**src/rtl/scale_seq.sv**
```systemverilog
module scale_seq #(
  parameter int XW   = 12,
  parameter int LW   = 11,
  parameter int LMEM = 384
) (
  input  logic                    clk,
  input  logic                    rst_n,
  input  logic                    pix_valid,
  input  logic                    line_start,
  input  logic                    field_start,
  input  logic [XW-1:0]           cfg_xd,
  input  logic [XW-1:0]           cfg_xs,
  input  logic [LW-1:0]           cfg_yd,
  input  logic [LW-1:0]           cfg_ys,
  input  logic [LW-1:0]           cfg_vstart,
  input  logic [LW-1:0]           cfg_vbyp,
  input  logic [LW-1:0]           cfg_voff,
  output logic                    fifo_we,
  output logic [$clog2(LMEM)-1:0] line_addr,
  output logic [1:0]              vfilt_sel
);
  localparam int AW = $clog2(LMEM);
  localparam int BW = LW + 2;
  localparam int PW = LW + 4;

  logic [LW-1:0] lidx, vacc;
  logic [XW-1:0] hacc;
  logic [AW-1:0] wptr;
  logic          line_pass, line_scale;

  wire en      = (cfg_xs != '0) && (cfg_ys != '0);
  wire clamp_x = cfg_xd >= cfg_xs;
  wire clamp_y = cfg_yd >= cfg_ys;

  wire [BW-1:0] b0 = BW'(cfg_vstart);
  wire [BW-1:0] b1 = b0 + BW'(cfg_vbyp);
  wire [BW-1:0] b2 = b1 + BW'(cfg_voff);
  wire [BW-1:0] b3 = b2 + BW'(cfg_ys);

  wire [LW-1:0] lnext   = field_start ? '0 : ((&lidx) ? lidx : lidx + 1'b1);
  wire [BW-1:0] lext    = BW'(lnext);
  wire          in_pass = (lext >= b0) && (lext < b1);
  wire          in_scl  = (lext >= b2) && (lext < b3);

  wire [LW:0]   vsum  = {1'b0, (field_start ? '0 : vacc)} + {1'b0, cfg_yd};
  wire          vkeep = clamp_y || (vsum >= {1'b0, cfg_ys});
  wire [LW:0]   vrem  = vsum - {1'b0, cfg_ys};

  wire [XW:0]   hsum  = {1'b0, hacc} + {1'b0, cfg_xd};
  wire          hkeep = clamp_x || (hsum >= {1'b0, cfg_xs});
  wire [XW:0]   hrem  = hsum - {1'b0, cfg_xs};

  wire new_line = line_start | field_start;
  wire px       = pix_valid & ~new_line;
  wire keep     = px & en & (line_pass | (line_scale & hkeep));

  always_ff @(posedge clk) begin
    if (!rst_n) begin
      fifo_we    <= 1'b0;
      line_addr  <= '0;
      lidx       <= '0;
      vacc       <= '0;
      hacc       <= '0;
      wptr       <= '0;
      line_pass  <= 1'b0;
      line_scale <= 1'b0;
    end else begin
      fifo_we <= keep;
      if (new_line) begin
        lidx       <= lnext;
        line_pass  <= in_pass;
        line_scale <= in_scl & vkeep;
        hacc       <= '0;
        wptr       <= '0;
        if (in_scl && !clamp_y)
          vacc <= vkeep ? vrem[LW-1:0] : vsum[LW-1:0];
        else if (field_start)
          vacc <= '0;
      end else if (px) begin
        if (line_scale && !clamp_x)
          hacc <= hkeep ? hrem[XW-1:0] : hsum[XW-1:0];
        if (keep) begin
          line_addr <= wptr;
          wptr      <= (wptr == AW'(LMEM - 1)) ? '0 : wptr + 1'b1;
        end
      end
    end
  end

  wire [PW-1:0] y15 = PW'(cfg_yd) * PW'(15);
  wire [PW-1:0] s4  = PW'(cfg_ys) * PW'(4);
  wire [PW-1:0] s13 = PW'(cfg_ys) * PW'(13);

  assign vfilt_sel = (cfg_ys == '0 || clamp_y) ? 2'd0 :
                     (y15 <= s4)               ? 2'd2 :
                     (y15 <= s13)              ? 2'd1 : 2'd0;
endmodule

```
**config.mk**
```make
export PLATFORM = sky130hd
export DESIGN_NAME = scale_seq
export DESIGN_NICKNAME = d
export VERILOG_FILES = /design/src/rtl/scale_seq.sv
export SDC_FILE = /design/constraint.sdc
export NUM_CORES = 1
export LEC_CHECK = 0
export CORE_ASPECT_RATIO = 1.25
export CORE_UTILIZATION = 60
export CTS_CLUSTER_DIAMETER = 40
export DETAILED_ROUTE_END_ITERATION = 8
export DONT_BUFFER_PORTS = 1
export HOLD_SLACK_MARGIN = 0.03
export PLACE_DENSITY_LB_ADDON = 0.2
export SLEW_MARGIN = 40
export SYNTH_ARGS = -nofsm -noshare
export SYNTH_HDL_FRONTEND = slang
export SYNTH_SLANG_ARGS = --single-unit
```
**constraint.sdc**
```tcl
create_clock -name clk -period 5.5 [get_ports clk]
set_input_delay 0.825 -clock clk [delete_from_list [all_inputs] [get_ports clk]]
set_output_delay 0.825 -clock clk [all_outputs]
set_load 0.02 [all_outputs]
```
# After elaboration in Yosys (flattened, before gate mapping)
# Cells that the tools add are included.
# totals
inputBits,84
elab_cells,67
ff_bits,55
output_inout_bits,12
# op_classes
n_mux,10
n_reduce_logical,18
n_mul,2
n_bitwise,9
addsub,9
n_eq_ne,1
magnitude_cmp,10
# ops
cell,n
2-to-1 mux 11 bit,5
"multiplier 11 x 4 -> 15 bit, second input constant",2
adder 11 x 11 -> 12 bit,2
>= comparator 11 bit,2
less-or-equal comparator 15 x 13 -> 1 bit,1
less-or-equal comparator 15 bit,1
adder 12 x 11 -> 13 bit,1
adder 12 x 12 -> 13 bit,1
adder 13 x 11 -> 13 bit,1
>= comparator 11 x 13 -> 1 bit,1
>= comparator 13 x 12 -> 1 bit,1
< comparator 11 x 13 -> 1 bit,1
>= comparator 12 x 11 -> 1 bit,1
>= comparator 12 bit,1
< comparator 11 x 12 -> 1 bit,1
2-to-1 mux 12 bit,1
nonzero test 12 bit,1
subtractor 12 bit,1
"adder 11 x 1 -> 11 bit, second input constant",1
logical NOT 11 bit,1
AND reduction 11 bit,1
nonzero test 11 bit,1
subtractor 11 bit,1
"adder 9 x 1 -> 9 bit, second input constant",1
13 further kinds,28

# Logic depth before layout (Yosys ltp)
# Gate-level depths: netlist of run 1.
# logic_depth
word_depth,7
mapped_depth,25
depth_no_buf,24

# Least setup slack after synthesis of run 1
# OpenSTA, ideal clock, no wires.
# synth_path
path_kind,in2reg
from,input port cfg_vstart[0]
to,register vacc[1]
slack_ps,-368
path_buffers,1
t_required_ps,5385
path_stages,25
arrival_ps,5754
path_cell_list,ha_1 fa_1 a21o_1 a21oi_1 o21bai_1 a21oi_1 xnor2_1 ha_1 a21oi_1 nand2_1 o211ai_1 nand2b_1 a21o_1 xor2_1 ha_1 a21oi_1 mux2_2 a211o_1 ha_1 o21ai_0 a221oi_2 a2111oi_4 buf_6 a21boi_0 o21a_1
# synth_via
elab_chain_len,7
elab_cells_between_ends,8
# synth_rtl
element,line_no,source
"start, declared",15,"input logic [LW-1:0] cfg_vstart,"
adder 11 x 11 -> 12 bit (*),36,wire [BW-1:0] b1 = b0 + BW'(cfg_vbyp);
adder 12 x 11 -> 13 bit (*),37,wire [BW-1:0] b2 = b1 + BW'(cfg_voff);
adder 13 x 11 -> 13 bit,38,wire [BW-1:0] b3 = b2 + BW'(cfg_ys);
< comparator 11 x 13 -> 1 bit,43,wire in_scl = (lext >= b2) && (lext < b3);
logical AND 1 bit (*),43,
logical AND 1 bit (*),75,if (in_scl && !clamp_y)
2-to-1 mux 11 bit (*),75,
"end signal, assigned",76,vacc <= vkeep ? vrem[LW-1:0] : vsum[LW-1:0];
"end, declared",26,"logic [LW-1:0] lidx, vacc;"
# Mark *: on every way between the ends. The rest lies on a longest branch, timed or not.
# A chain may end at the register's enable or synchronous reset.

# Worst setup path after layout of run 1
# layout_path
from,input port cfg_yd[0]
to,output port vfilt_sel[0]
# layout_via
elab_chain_len,5
elab_cells_between_ends,8
# layout_rtl
element,line_no,source
"start, declared",13,"input logic [LW-1:0] cfg_yd,"
multiplier 11 x 4 -> 15 bit,90,wire [PW-1:0] y15 = PW'(cfg_yd) * PW'(15);
less-or-equal comparator 15 bit,96,(y15 <= s13) ? 2'd1 : 2'd0;
2-to-1 mux 1 bit,96,
2-to-1 mux 2 bit,95,(y15 <= s4) ? 2'd2 :
2-to-1 mux 2 bit (*),94,assign vfilt_sel = (cfg_ys == '0 || clamp_y) ? 2'd0 :
"end, declared",20,output logic [1:0] vfilt_sel
# Marks and branches as above.

==> run metrics, run 1 <==
Final Power=2.868 mW; syn nets=1605; Post-Syn Instances=1263; power density cells=250.9 nW/um^2; leading cell types by count after synthesis=ha_1, inv_1, a21oi_1, nor2_1, nand2_1; area grow syn2layout=11.41%; total track usage=0.2854; CTS tree=yes; clk_skew=0.01042 ns; final worst path period need=5.576 ns; critical path launch point type=primary input; H-tree levels=2; full die area=17630 sq um; Worst EP required=4.68 ns; Crit. End Element=primary output; wire length per cell=16.91 um; status=complete, but fails checks; clk_lat worst skew=0.30 ns; failing checks=negative setup slack; cell row count=53; Leak Pwr=5.499 nW; CTS buffer count=5; Final Hold Vio Count=0; Hold Path Class=flip-flop to flip-flop; Max-slew headroom=0.5018; Placement Setup Slack=-0.2902 ns; area leader, netlist=ha_1; Post-synth top flop=dfxtp_1; Synth Cell Area=10260 sq um; largest net degree at the start of global routing=31; Critical Path AT=4.75 ns; sequential area share after synthesis=0.1073; final setup margin=-0.07623 ns; Fmax=179.3 MHz; placed cell area=10980 sq um; Vias=9259; final period utilization=1.014; Core Area=16780 sq um; Die W=119.0 um; Iteration-0 DRC Markers=512; unrepaired setup endpoints after global routing=yes; Max Root-Sink Buffers=2; IO Port Bufs=0; Avg Cell Area, Syn=8.125 sq um; largest cells by area after synthesis=ha_1, dfxtp_1, fa_1; Max VDD drop=0.0002048 V; initial antenna violation count=0; Root Buffer=clkbuf_16; Final Non-Filler Cells=1543; # hold bufs at CTS=0; #FFs+latches synth=55; detailed placement HPWL=21400 um; share of flip-flops with an asynchronous set or reset=0; Overflow after GRT=0; Final ANT Viol Nets=0; first-pass GRT wire length=41320 um; max_cap viols=0; GP Congestion=0.9351; Via-to-Cell Ratio=6.001; # DRC=0; synth unique cells=84; chip height=148.2 um; TNS Setup=-0.07623 ns; Synth top area share=0.2731; Max Slew Vio Count=0; layout cell share with drive strength beyond 1=0.1308; Initial Utilization=0.6117; endpoints failing setup=1; Antenna Cells=0; final design utilization=0.6815; detailed-router iteration count before antenna repair=5; CTS sink cnt=55; placed instance count=1528; nets=1664; I/O pin count=96; Hold WS=0.4699 ns; worst-path maximum fanout=4; routed wire length=26090 um; crit path kind=primary input to primary output; clock-pin slew on the worst setup and hold paths=0.07 ns; EDFF count, synth=0; most frequent cell after synthesis=ha_1; worst-margin pin slew=0.7285 ns; vias in the first global route=8908; Synth Warn #=0; design area=11430 sq um
[cells in the final DEF, fill, tap and decap left out, drive strengths merged, types with 10 or more instances in the layout]
| cell type | Yosys | routed |
|---|---|---|
| a211oi | 27 | 27 |
| a21boi | 19 | 19 |
| a21o | 36 | 36 |
| a21oi | 97 | 97 |
| and2 | 10 | 10 |
| and3 | 19 | 19 |
| buf | 8 | 72 |
| dfxtp | 55 | 55 |
| fa | 34 | 34 |
| ha | 224 | 224 |
| inv | 140 | 141 |
| mux2i | 14 | 14 |
| nand2 | 66 | 66 |
| nand2b | 25 | 25 |
| nand3 | 35 | 35 |
| nand4 | 14 | 14 |
| nor2 | 72 | 72 |
| nor2b | 23 | 23 |
| nor3 | 26 | 26 |
| o211ai | 10 | 10 |
| o21a | 19 | 19 |
| o21ai | 62 | 62 |
| or3 | 16 | 16 |
| xnor2 | 47 | 47 |
| xor2 | 34 | 34 |
[worst paths after layout]
path | depth (start not counted) | from | to | slack, ns
setup / recovery | 21 | cfg_yd[0] | vfilt_sel[0] | -0.08
hold / removal | 1 | vacc[2]$_SDFFE_PN0P_ | vacc[2]$_SDFFE_PN0P_ | 0.47
setup reg to reg | 16 | vacc[1]$_SDFFE_PN0P_ | vacc[0]$_SDFFE_PN0P_ | 1.09
hold reg to reg | 1 | vacc[2]$_SDFFE_PN0P_ | vacc[2]$_SDFFE_PN0P_ | 0.47
[area by class of cell]
cell class / instances / area, sq um
fillers: 1386 / 5344
inverters: 140 / 525.5
multi-input cells: 1048 / 8817
well taps: 220 / 275.3
repair buffers: 72 / 560.5
flip-flops and latches: 55 / 1101
clock inverters: 3 / 28.78
clock buffers: 5 / 125.1
[layer usage]
layer	track usage	vias up	wire length, um
met3	0.04294	53	1294
met2	0.5181	214	12980
li1	-	4675	-
met5	0	-	0
met4	0.08101	0	665
met1	0.3468	4317	11150
[state kept, by name, indices dropped and copies added (netlist names)]
name        flops
fifo_we         1
line_scale      1
line_pass       1
hacc           12
vacc           11
lidx           11
line_addr       9
wptr            9
[power by group]
group	total, mW	switching, mW	internal, mW
Combinational	2.14	1.10	1.03
Clock	0.333	0.159	0.174
Sequential	0.400	0.00137	0.399
Total	2.87	1.26	1.60
[cells by family after synthesis]
kind of cell,count (synthesis),share of synthesized area
AOI/OAI and AO/OA,344,0.2252
DFF,55,0.1073
xor gates and xnor gates,81,0.06913
and+or+nand+nor,347,0.1787
buffers and inverters,160,0.06218
muxes,18,0.01804
adders and majority gates,258,0.3394
[critical path: stages]
cell and delay (ns):
fa_1 0.56, inv_2 0.05, fa_2 0.56, fa_2 0.23, nor2b_4 0.04, o21ai_2 0.15
a21boi_2 0.08, o21a_1 0.18, o21a_1 0.18, o21ai_1 0.13, nand2b_1 0.11, xor2_2 0.17
buf_4 0.15, ha_4 0.25, nand4_1 0.07, nor2_1 0.13, nand2_1 0.11, nor4_2 0.30
a21oi_1 0.09, a211oi_2 0.23, buf_4 0.17
[what timing repair did]
action | 4_1_cts | 5_1_grt
gates resized for setup | 14 | 48
setup endpoints to repair | 8 | 14
buffers inserted | 2 | 5
cloned | 0 | 1
pin swaps | 23 | 38
No activity file was read; power rests on OpenSTA's default activity.
==> inputs of run 2 (changes only) <==
--- a/config.mk
+++ b/config.mk
@@ -12,6 +12,7 @@
 export DONT_BUFFER_PORTS = 1
 export HOLD_SLACK_MARGIN = 0.03
 export PLACE_DENSITY_LB_ADDON = 0.2
+export SKIP_CTS_REPAIR_TIMING = 1
 export SLEW_MARGIN = 40
 export SYNTH_ARGS = -nofsm -noshare
 export SYNTH_HDL_FRONTEND = slang
==> run metrics, run 2 (synthesis gave the netlist of run 1 again) <==
detailed-router iteration count before antenna repair=5 (unchanged); placed instance count=1528 (unchanged); flip-flop count of the largest register after layout=12 (unchanged); total track usage=0.2852 (was 0.2854); Iteration-0 DRC Markers=499 (was 512); status=complete, but fails checks (unchanged); routed wire length=25930 um (was 26090 um); Worst EP required=4.68 ns (about the same); Final ANT Viol Nets=0 (unchanged); Reg2Reg Launch Point=vacc[1]$_SDFFE_PN0P_ (unchanged); final design utilization=0.6848 (was 0.6815); Top Registers=hacc x12, lidx x11, vacc x11 (unchanged); Die W=119.0 um (unchanged); # DRC=0 (unchanged); GP Congestion=0.9351 (unchanged); RR Endpoint=vacc[0]$_SDFFE_PN0P_ (unchanged); failing checks=negative setup slack (unchanged); power density cells=252.3 nW/um^2 (was 250.9 nW/um^2); Initial Utilization=0.6117 (unchanged); area grow syn2layout=11.95% (was 11.41%); final period utilization=1.012 (was 1.014); Fmax=179.6 MHz (was 179.3 MHz); start point of the critical path=cfg_yd[2] (was cfg_yd[0]); initial antenna violation count=0 (unchanged); Crit. End Element=primary output (unchanged); final worst path period need=5.567 ns (was 5.576 ns); clk_lat worst skew=0.30 ns (about the same); CTS tree=yes (unchanged); worst-path maximum fanout=6 (was 4); critical path launch point type=primary input (unchanged); layout cell share with drive strength beyond 1=0.1337 (was 0.1308); cell family with most CP delay=adder cells (unchanged); cell row count=53 (unchanged); chip height=148.2 um (unchanged); Critical Path AT=4.74 ns (was 4.75 ns); CP max stage delay=0.56 ns (about the same); final setup margin=-0.06651 ns (was -0.07623 ns); most frequent cells in the layout=ha_1, inv_1, a21oi_1 (unchanged); clock-pin slew on the worst setup and hold paths=0.07 ns (about the same); endpoints failing setup=1 (unchanged); clk_skew=0.01125 ns (was 0.01042 ns); register with the most flip-flops=hacc (unchanged); max_cap viols=0 (unchanged); Critical-path top delay cell=fa_1 (unchanged); Overflow after GRT=0 (unchanged); CP bufs+invs=3 (unchanged); leading cell type in the layout, fill and taps excluded=ha_1 (unchanged); Max Root-Sink Buffers=2 (unchanged); vias in the first global route=8898 (was 8908); slack of the worst reg-to-reg path=1.11 ns (was 1.09 ns); CTS sink cnt=55 (unchanged); Core Area=16780 sq um (unchanged); Max-slew headroom=0.5047 (was 0.5018); Root Buffer=clkbuf_16 (unchanged); wire length per cell=16.79 um (was 16.91 um); IO Port Bufs=0 (unchanged); Max Slew Vio Count=0 (unchanged); Antenna Cells=0 (unchanged); Max VDD drop=0.0002043 V (was 0.0002048 V); nets=1665 (was 1664); logic depth of the worst path, buffers included=21 (unchanged); crit path to=vfilt_sel[0] (unchanged); Hold Path Class=flip-flop to flip-flop (unchanged); largest net degree at the start of global routing=31 (unchanged); Final Hold Vio Count=0 (unchanged); Final Non-Filler Cells=1544 (was 1543); I/O pin count=96 (unchanged); Reg area=1101 sq um (unchanged); CP cell instances=fa_1, inv_2, fa_2, fa_2, nor2b_4, o21ai_2, a21boi_2, o21a_1, o21a_1, o21ai_1, nand2b_1, xor2_2, buf_4, ha_1, nand4_1, nor2_1, nand2_1, nor4_2, a21oi_1, a211oi_2, buf_4 (was fa_1, inv_2, fa_2, fa_2, nor2b_4, o21ai_2, a21boi_2, o21a_1, o21a_1, o21ai_1, nand2b_1, xor2_2, buf_4, ha_4, nand4_1, nor2_1, nand2_1, nor4_2, a21oi_1, a211oi_2, buf_4); CTS buffer count=5 (unchanged); worst-margin pin slew=0.7243 ns (was 0.7285 ns); Leak Pwr=5.512 nW (was 5.499 nW); H-tree levels=2 (unchanged); fill cell count=1370 (was 1386); crit path kind=primary input to primary output (unchanged); detailed placement HPWL=21400 um (unchanged); Worst R2R Path Depth=16 (unchanged); first-pass GRT wire length=41320 um (about the same); full die area=17630 sq um (unchanged); footprint of the multi-input gates=8857 sq um (was 8817 sq um); Vias=9295 (was 9259); unrepaired setup endpoints after global routing=yes (unchanged); TNS Setup=-0.06651 ns (was -0.07623 ns); Via-to-Cell Ratio=6.020 (was 6.001)
[run 2: changes by cell type in the layout (fill, tap and decap cells not counted), sizes merged]
| cell | delta |
|---|---|
| buf | +1 |
[run 2: routing by layer]
layer / wire length (um) / part of all wire / track usage
met4: 709 / 0.027 / 0.08165
met3: 1210 / 0.047 / 0.04294
met2: 12880 / 0.50 / 0.5173
met1: 11120 / 0.43 / 0.3467
met5: 0 / 0 / 0
[run 2: report_power, final]
part | total (mW) | internal (mW) | switching, mW
Clock | 0.333 | 0.174 | 0.159
Combinational | 2.17 | 1.05 | 1.12
Sequential | 0.400 | 0.399 | 0.00132
[run 2: area by class of cell]
class                   instances  area share
clock buffers                   5     0.01089
well taps                     220     0.02396
inverters                     140     0.04574
flip-flops and latches         55     0.09584
multi-input cells            1048      0.7710
clock inverters                 3    0.002505
repair buffers                 73     0.05010
[run 2: worst min path at each step]
stage / slack [ns] / startpoint / cells past startpoint / endpoint
after global routing: 0.48 / vacc[4]$_SDFFE_PN0P_ / 1 / vacc[4]$_SDFFE_PN0P_
after detailed placement: 0.45 / vacc[7]$_SDFFE_PN0P_ / 1 / vacc[7]$_SDFFE_PN0P_
after floorplan: 0.42 / vacc[2]$_SDFFE_PN0P_ / 1 / vacc[2]$_SDFFE_PN0P_
final: 0.47 / vacc[2]$_SDFFE_PN0P_ / 1 / vacc[2]$_SDFFE_PN0P_
after CTS: 0.47 / vacc[2]$_SDFFE_PN0P_ / 1 / vacc[2]$_SDFFE_PN0P_
after global placement: 0.44 / vacc[7]$_SDFFE_PN0P_ / 1 / vacc[7]$_SDFFE_PN0P_
[run 2: per-stage QoR]
stage               power [mW]  hold WS (ns)  instance area (sq um)  setup WS, ns
floorplan                1.788        0.4247                  10310      0.009297
global placement         2.297        0.4396                  10980       -0.1819
detailed placement       2.352        0.4484                  10980       -0.2902
CTS                      2.695        0.4668                  11140       -0.2289
global route             3.168        0.4813                  11490       -0.2607
finish                   2.898        0.4708                  11490      -0.06651
==> inputs of run 3 (changes only) <==
--- a/config.mk
+++ b/config.mk
@@ -5,6 +5,7 @@
 export SDC_FILE = /design/constraint.sdc
 export NUM_CORES = 1
 export LEC_CHECK = 0
+export ABC_AREA = 1
 export CORE_ASPECT_RATIO = 1.25
 export CORE_UTILIZATION = 60
 export CTS_CLUSTER_DIAMETER = 40
==> run metrics, run 3 <==
area leader, netlist=ha_1 (unchanged); sw frac=0.4786 (was 0.4413); Final Hold Vio Count=0 (unchanged); Vias=9915 (was 9295); Max Root-Sink Buffers=2 (unchanged); flip-flop count of the largest register after layout=12 (unchanged); final setup margin=0.1341 ns (was -0.06651 ns); Synth Cell Area=10540 sq um (was 10260 sq um); Final Power=2.601 mW (was 2.898 mW); routing usage on met2=0.5388 (was 0.5173); Max-slew headroom=0.4703 (was 0.5047); CP bufs+invs=5 (was 3); I/O pin count=96 (unchanged); most frequent CP cell=inv_1; status=completed (was complete, but fails checks); Iteration-0 DRC Markers=422 (was 499); cell family with most CP delay=adder cells (unchanged); detailed-router iteration count before antenna repair=5 (unchanged); placed instance count=1765 (was 1528); endpoints failing setup=0 (was 1); CTS buffer count=5 (unchanged); unrepaired setup endpoints after global routing=yes (unchanged); final design utilization=0.6669 (was 0.6848); Hold Path Class=flip-flop to flip-flop (unchanged); initial antenna violation count=0 (unchanged); Critical Path AT=4.54 ns (was 4.74 ns); wire length per cell=14.51 um (was 16.79 um); clk_skew=0.009603 ns (was 0.01125 ns); CP cell instances=fa_1, inv_1, fa_2, fa_2, nand3b_1, and2_1, inv_1, a21oi_1, nor2_1, nand3_1, nand2_2, xor2_2, inv_1, ha_1, nand3_1, inv_1, nand2_1, a21oi_1, a2111oi_2, a21oi_1, nor2_1, nand2_1, inv_2 (was fa_1, inv_2, fa_2, fa_2, nor2b_4, o21ai_2, a21boi_2, o21a_1, o21a_1, o21ai_1, nand2b_1, xor2_2, buf_4, ha_1, nand4_1, nor2_1, nand2_1, nor4_2, a21oi_1, a211oi_2, buf_4); worst-margin pin slew=0.7937 ns (was 0.7243 ns); Combinational Power Share=0.720 (was 0.747); leading cell types by count after synthesis=inv_1, nand2_1, ha_1, a21oi_1, nor2_1 (was ha_1, inv_1, a21oi_1, nor2_1, nand2_1); final period utilization=0.9756 (was 1.012); Die W=120.6 um (was 119.0 um); Crit. End Element=primary output (unchanged); Placement Setup Slack=-0.1260 ns (was -0.2902 ns); CTS sink cnt=55 (unchanged); power density cells=229.7 nW/um^2 (was 252.3 nW/um^2); Worst EP required=4.68 ns (about the same); cell row count=53 (unchanged); Synth top area share=0.2659 (was 0.2731); Post-Syn Instances=1525 (was 1263); detailed placement HPWL=21600 um (was 21400 um); clock-pin slew on the worst setup and hold paths=0.07 ns (about the same); GP Congestion=0.9437 (was 0.9351); CTS tree=yes (unchanged); synth unique cells=58 (was 84); Overflow after GRT=0 (unchanged); Seq pwr share=0.153 (was 0.138); placed cell area=11010 sq um (was 10980 sq um); share of flip-flops with an asynchronous set or reset=0 (unchanged); design area=11320 sq um (was 11490 sq um); max_cap viols=0 (unchanged); Max VDD drop=0.0001275 V (was 0.0002043 V); EDFF count, synth=0 (unchanged); layout cell share with drive strength beyond 1=0.07010 (was 0.1337); most frequent cells in the layout=inv_1, nand2_1, ha_1 (was ha_1, inv_1, a21oi_1); final worst path period need=5.366 ns (was 5.567 ns); register with the most flip-flops=hacc (unchanged); Synth Warn #=0 (unchanged); Final ANT Viol Nets=0 (unchanged); full die area=18110 sq um (was 17630 sq um); largest cells by area after synthesis=ha_1, dfxtp_1, inv_1 (was ha_1, dfxtp_1, fa_1); Fmax=186.4 MHz (was 179.6 MHz); total track usage=0.2825 (was 0.2852); Post-synth top flop=dfxtp_1 (unchanged); largest net degree at the start of global routing=26 (was 31); Antenna Cells=0 (unchanged); H-tree levels=2 (unchanged); crit path kind=primary input to primary output (unchanged); Top Registers=hacc x12, lidx x11, vacc x11 (unchanged); internal power=1.356 mW (was 1.619 mW); Max Slew Vio Count=0 (unchanged); # DRC=0 (unchanged); first-pass GRT wire length=41630 um (was 41320 um); nets=1896 (was 1665); Clock power frac=0.127 (was 0.115); syn nets=1867 (was 1605); Initial Utilization=0.6209 (was 0.6117); most frequent cell after synthesis=inv_1 (was ha_1); met3 Track Usage GR=0.02008 (was 0.04294); Critical-path top delay cell=fa_1 (unchanged); area grow syn2layout=7.406% (was 11.95%); IO Port Bufs=0 (unchanged); critical path launch point type=primary input (unchanged); Final Non-Filler Cells=1775 (was 1544); switching power=1.245 mW (was 1.279 mW); CP max stage delay=0.54 ns (was 0.56 ns); Avg Cell Area, Syn=6.912 sq um (was 8.125 sq um); leading cell type in the layout, fill and taps excluded=inv_1 (was ha_1); clk_lat worst skew=0.30 ns (about the same); #FFs+latches synth=55 (unchanged); routed wire length=25750 um (was 25930 um); sequential area share after synthesis=0.1045 (was 0.1073); routing usage on met1=0.3326 (was 0.3467); Leak Pwr=6.001 nW (was 5.512 nW); Via-to-Cell Ratio=5.586 (was 6.020); worst-path maximum fanout=4 (was 6); Root Buffer=clkbuf_16 (unchanged); chip height=150.2 um (was 148.2 um); vias in the first global route=9296 (was 8898); global route hottest layer=met2 (unchanged); Core Area=16980 sq um (was 16780 sq um)
-- run 3: cell count changes after synthesis, moves of 23 or more --
cell      before  now
nand2_1       66  258
a21oi_1       96  133
nor2_1        72  109
nor2b_1       23    0
inv_1        140  280
nand2b_1      25    0
nand3_1       33   77
a21o_1        35    7
-- run 3: layout make-up --
type / instances / area (sq um)
inverters: 282 / 1059
flip-flops and latches: 55 / 1101
repair buffers: 38 / 289.0
clock buffers: 5 / 125.1
multi-input cells: 1172 / 8448
well taps: 220 / 275.3
clock inverters: 3 / 25.02
fillers: 1555 / 5654
-- run 3: routing by layer --
| layer | part of all wire | vias to the layer above |
|---|---|---|
| met5 | 0 | - |
| met4 | 0.031 | 0 |
| met3 | 0.036 | 48 |
| met2 | 0.51 | 217 |
| met1 | 0.42 | 4525 |
| li1 | - | 5125 |
-- run 3: cell families after synthesis --
| family | count (synthesis) | synth area share |
|---|---|---|
| buf+inv | 298 | 0.1086 |
| compound gates | 297 | 0.1621 |
| mux | 1 | 0.0009496 |
| flops | 55 | 0.1045 |
| xor+xnor | 85 | 0.07062 |
| fa+ha+maj | 258 | 0.3304 |
| simple gates | 531 | 0.2228 |
-- run 3: worst min-delay path: cells and delay by family, from the launching register on --
| family | cells | cell delay (ns) |
|---|---|---|
| DFF | 1 | 0.31 |
| and+or+nand+nor | 2 | 0.10 |
-- run 3: power by group through the flow --
stage	combinational, mW	sequential (mW)	clock (mW)
after CTS	1.77	0.399	0.338
final	1.87	0.399	0.329
after global placement	1.71	0.408	0
after detailed placement	1.76	0.408	0
after global routing	2.15	0.399	0.351
after floorplan	1.36	0.408	0
-- run 3: final timing paths --
check / start / end / slack, ns / depth (start not counted)
setup / recovery: cfg_yd[0] / vfilt_sel[0] / 0.13 / 23
hold / removal: line_pass$_SDFFE_PN0P_ / line_pass$_SDFFE_PN0P_ / 0.46 / 2
setup reg to reg: lidx[0]$_SDFFE_PN0P_ / vacc[0]$_SDFFE_PN0P_ / 1.53 / 24
hold reg to reg: line_pass$_SDFFE_PN0P_ / line_pass$_SDFFE_PN0P_ / 0.46 / 2
-- run 3: stage by stage --
| step | TNS (ns) | hold slack, ns |
|---|---|---|
| after CTS | -0.03626 | 0.4561 |
| after detailed placement | -0.8993 | 0.4451 |
| final | 0 | 0.4567 |
| after global routing | -0.4500 | 0.4784 |
| after global placement | 0 | 0.4390 |
| after floorplan | 0 | 0.4261 |
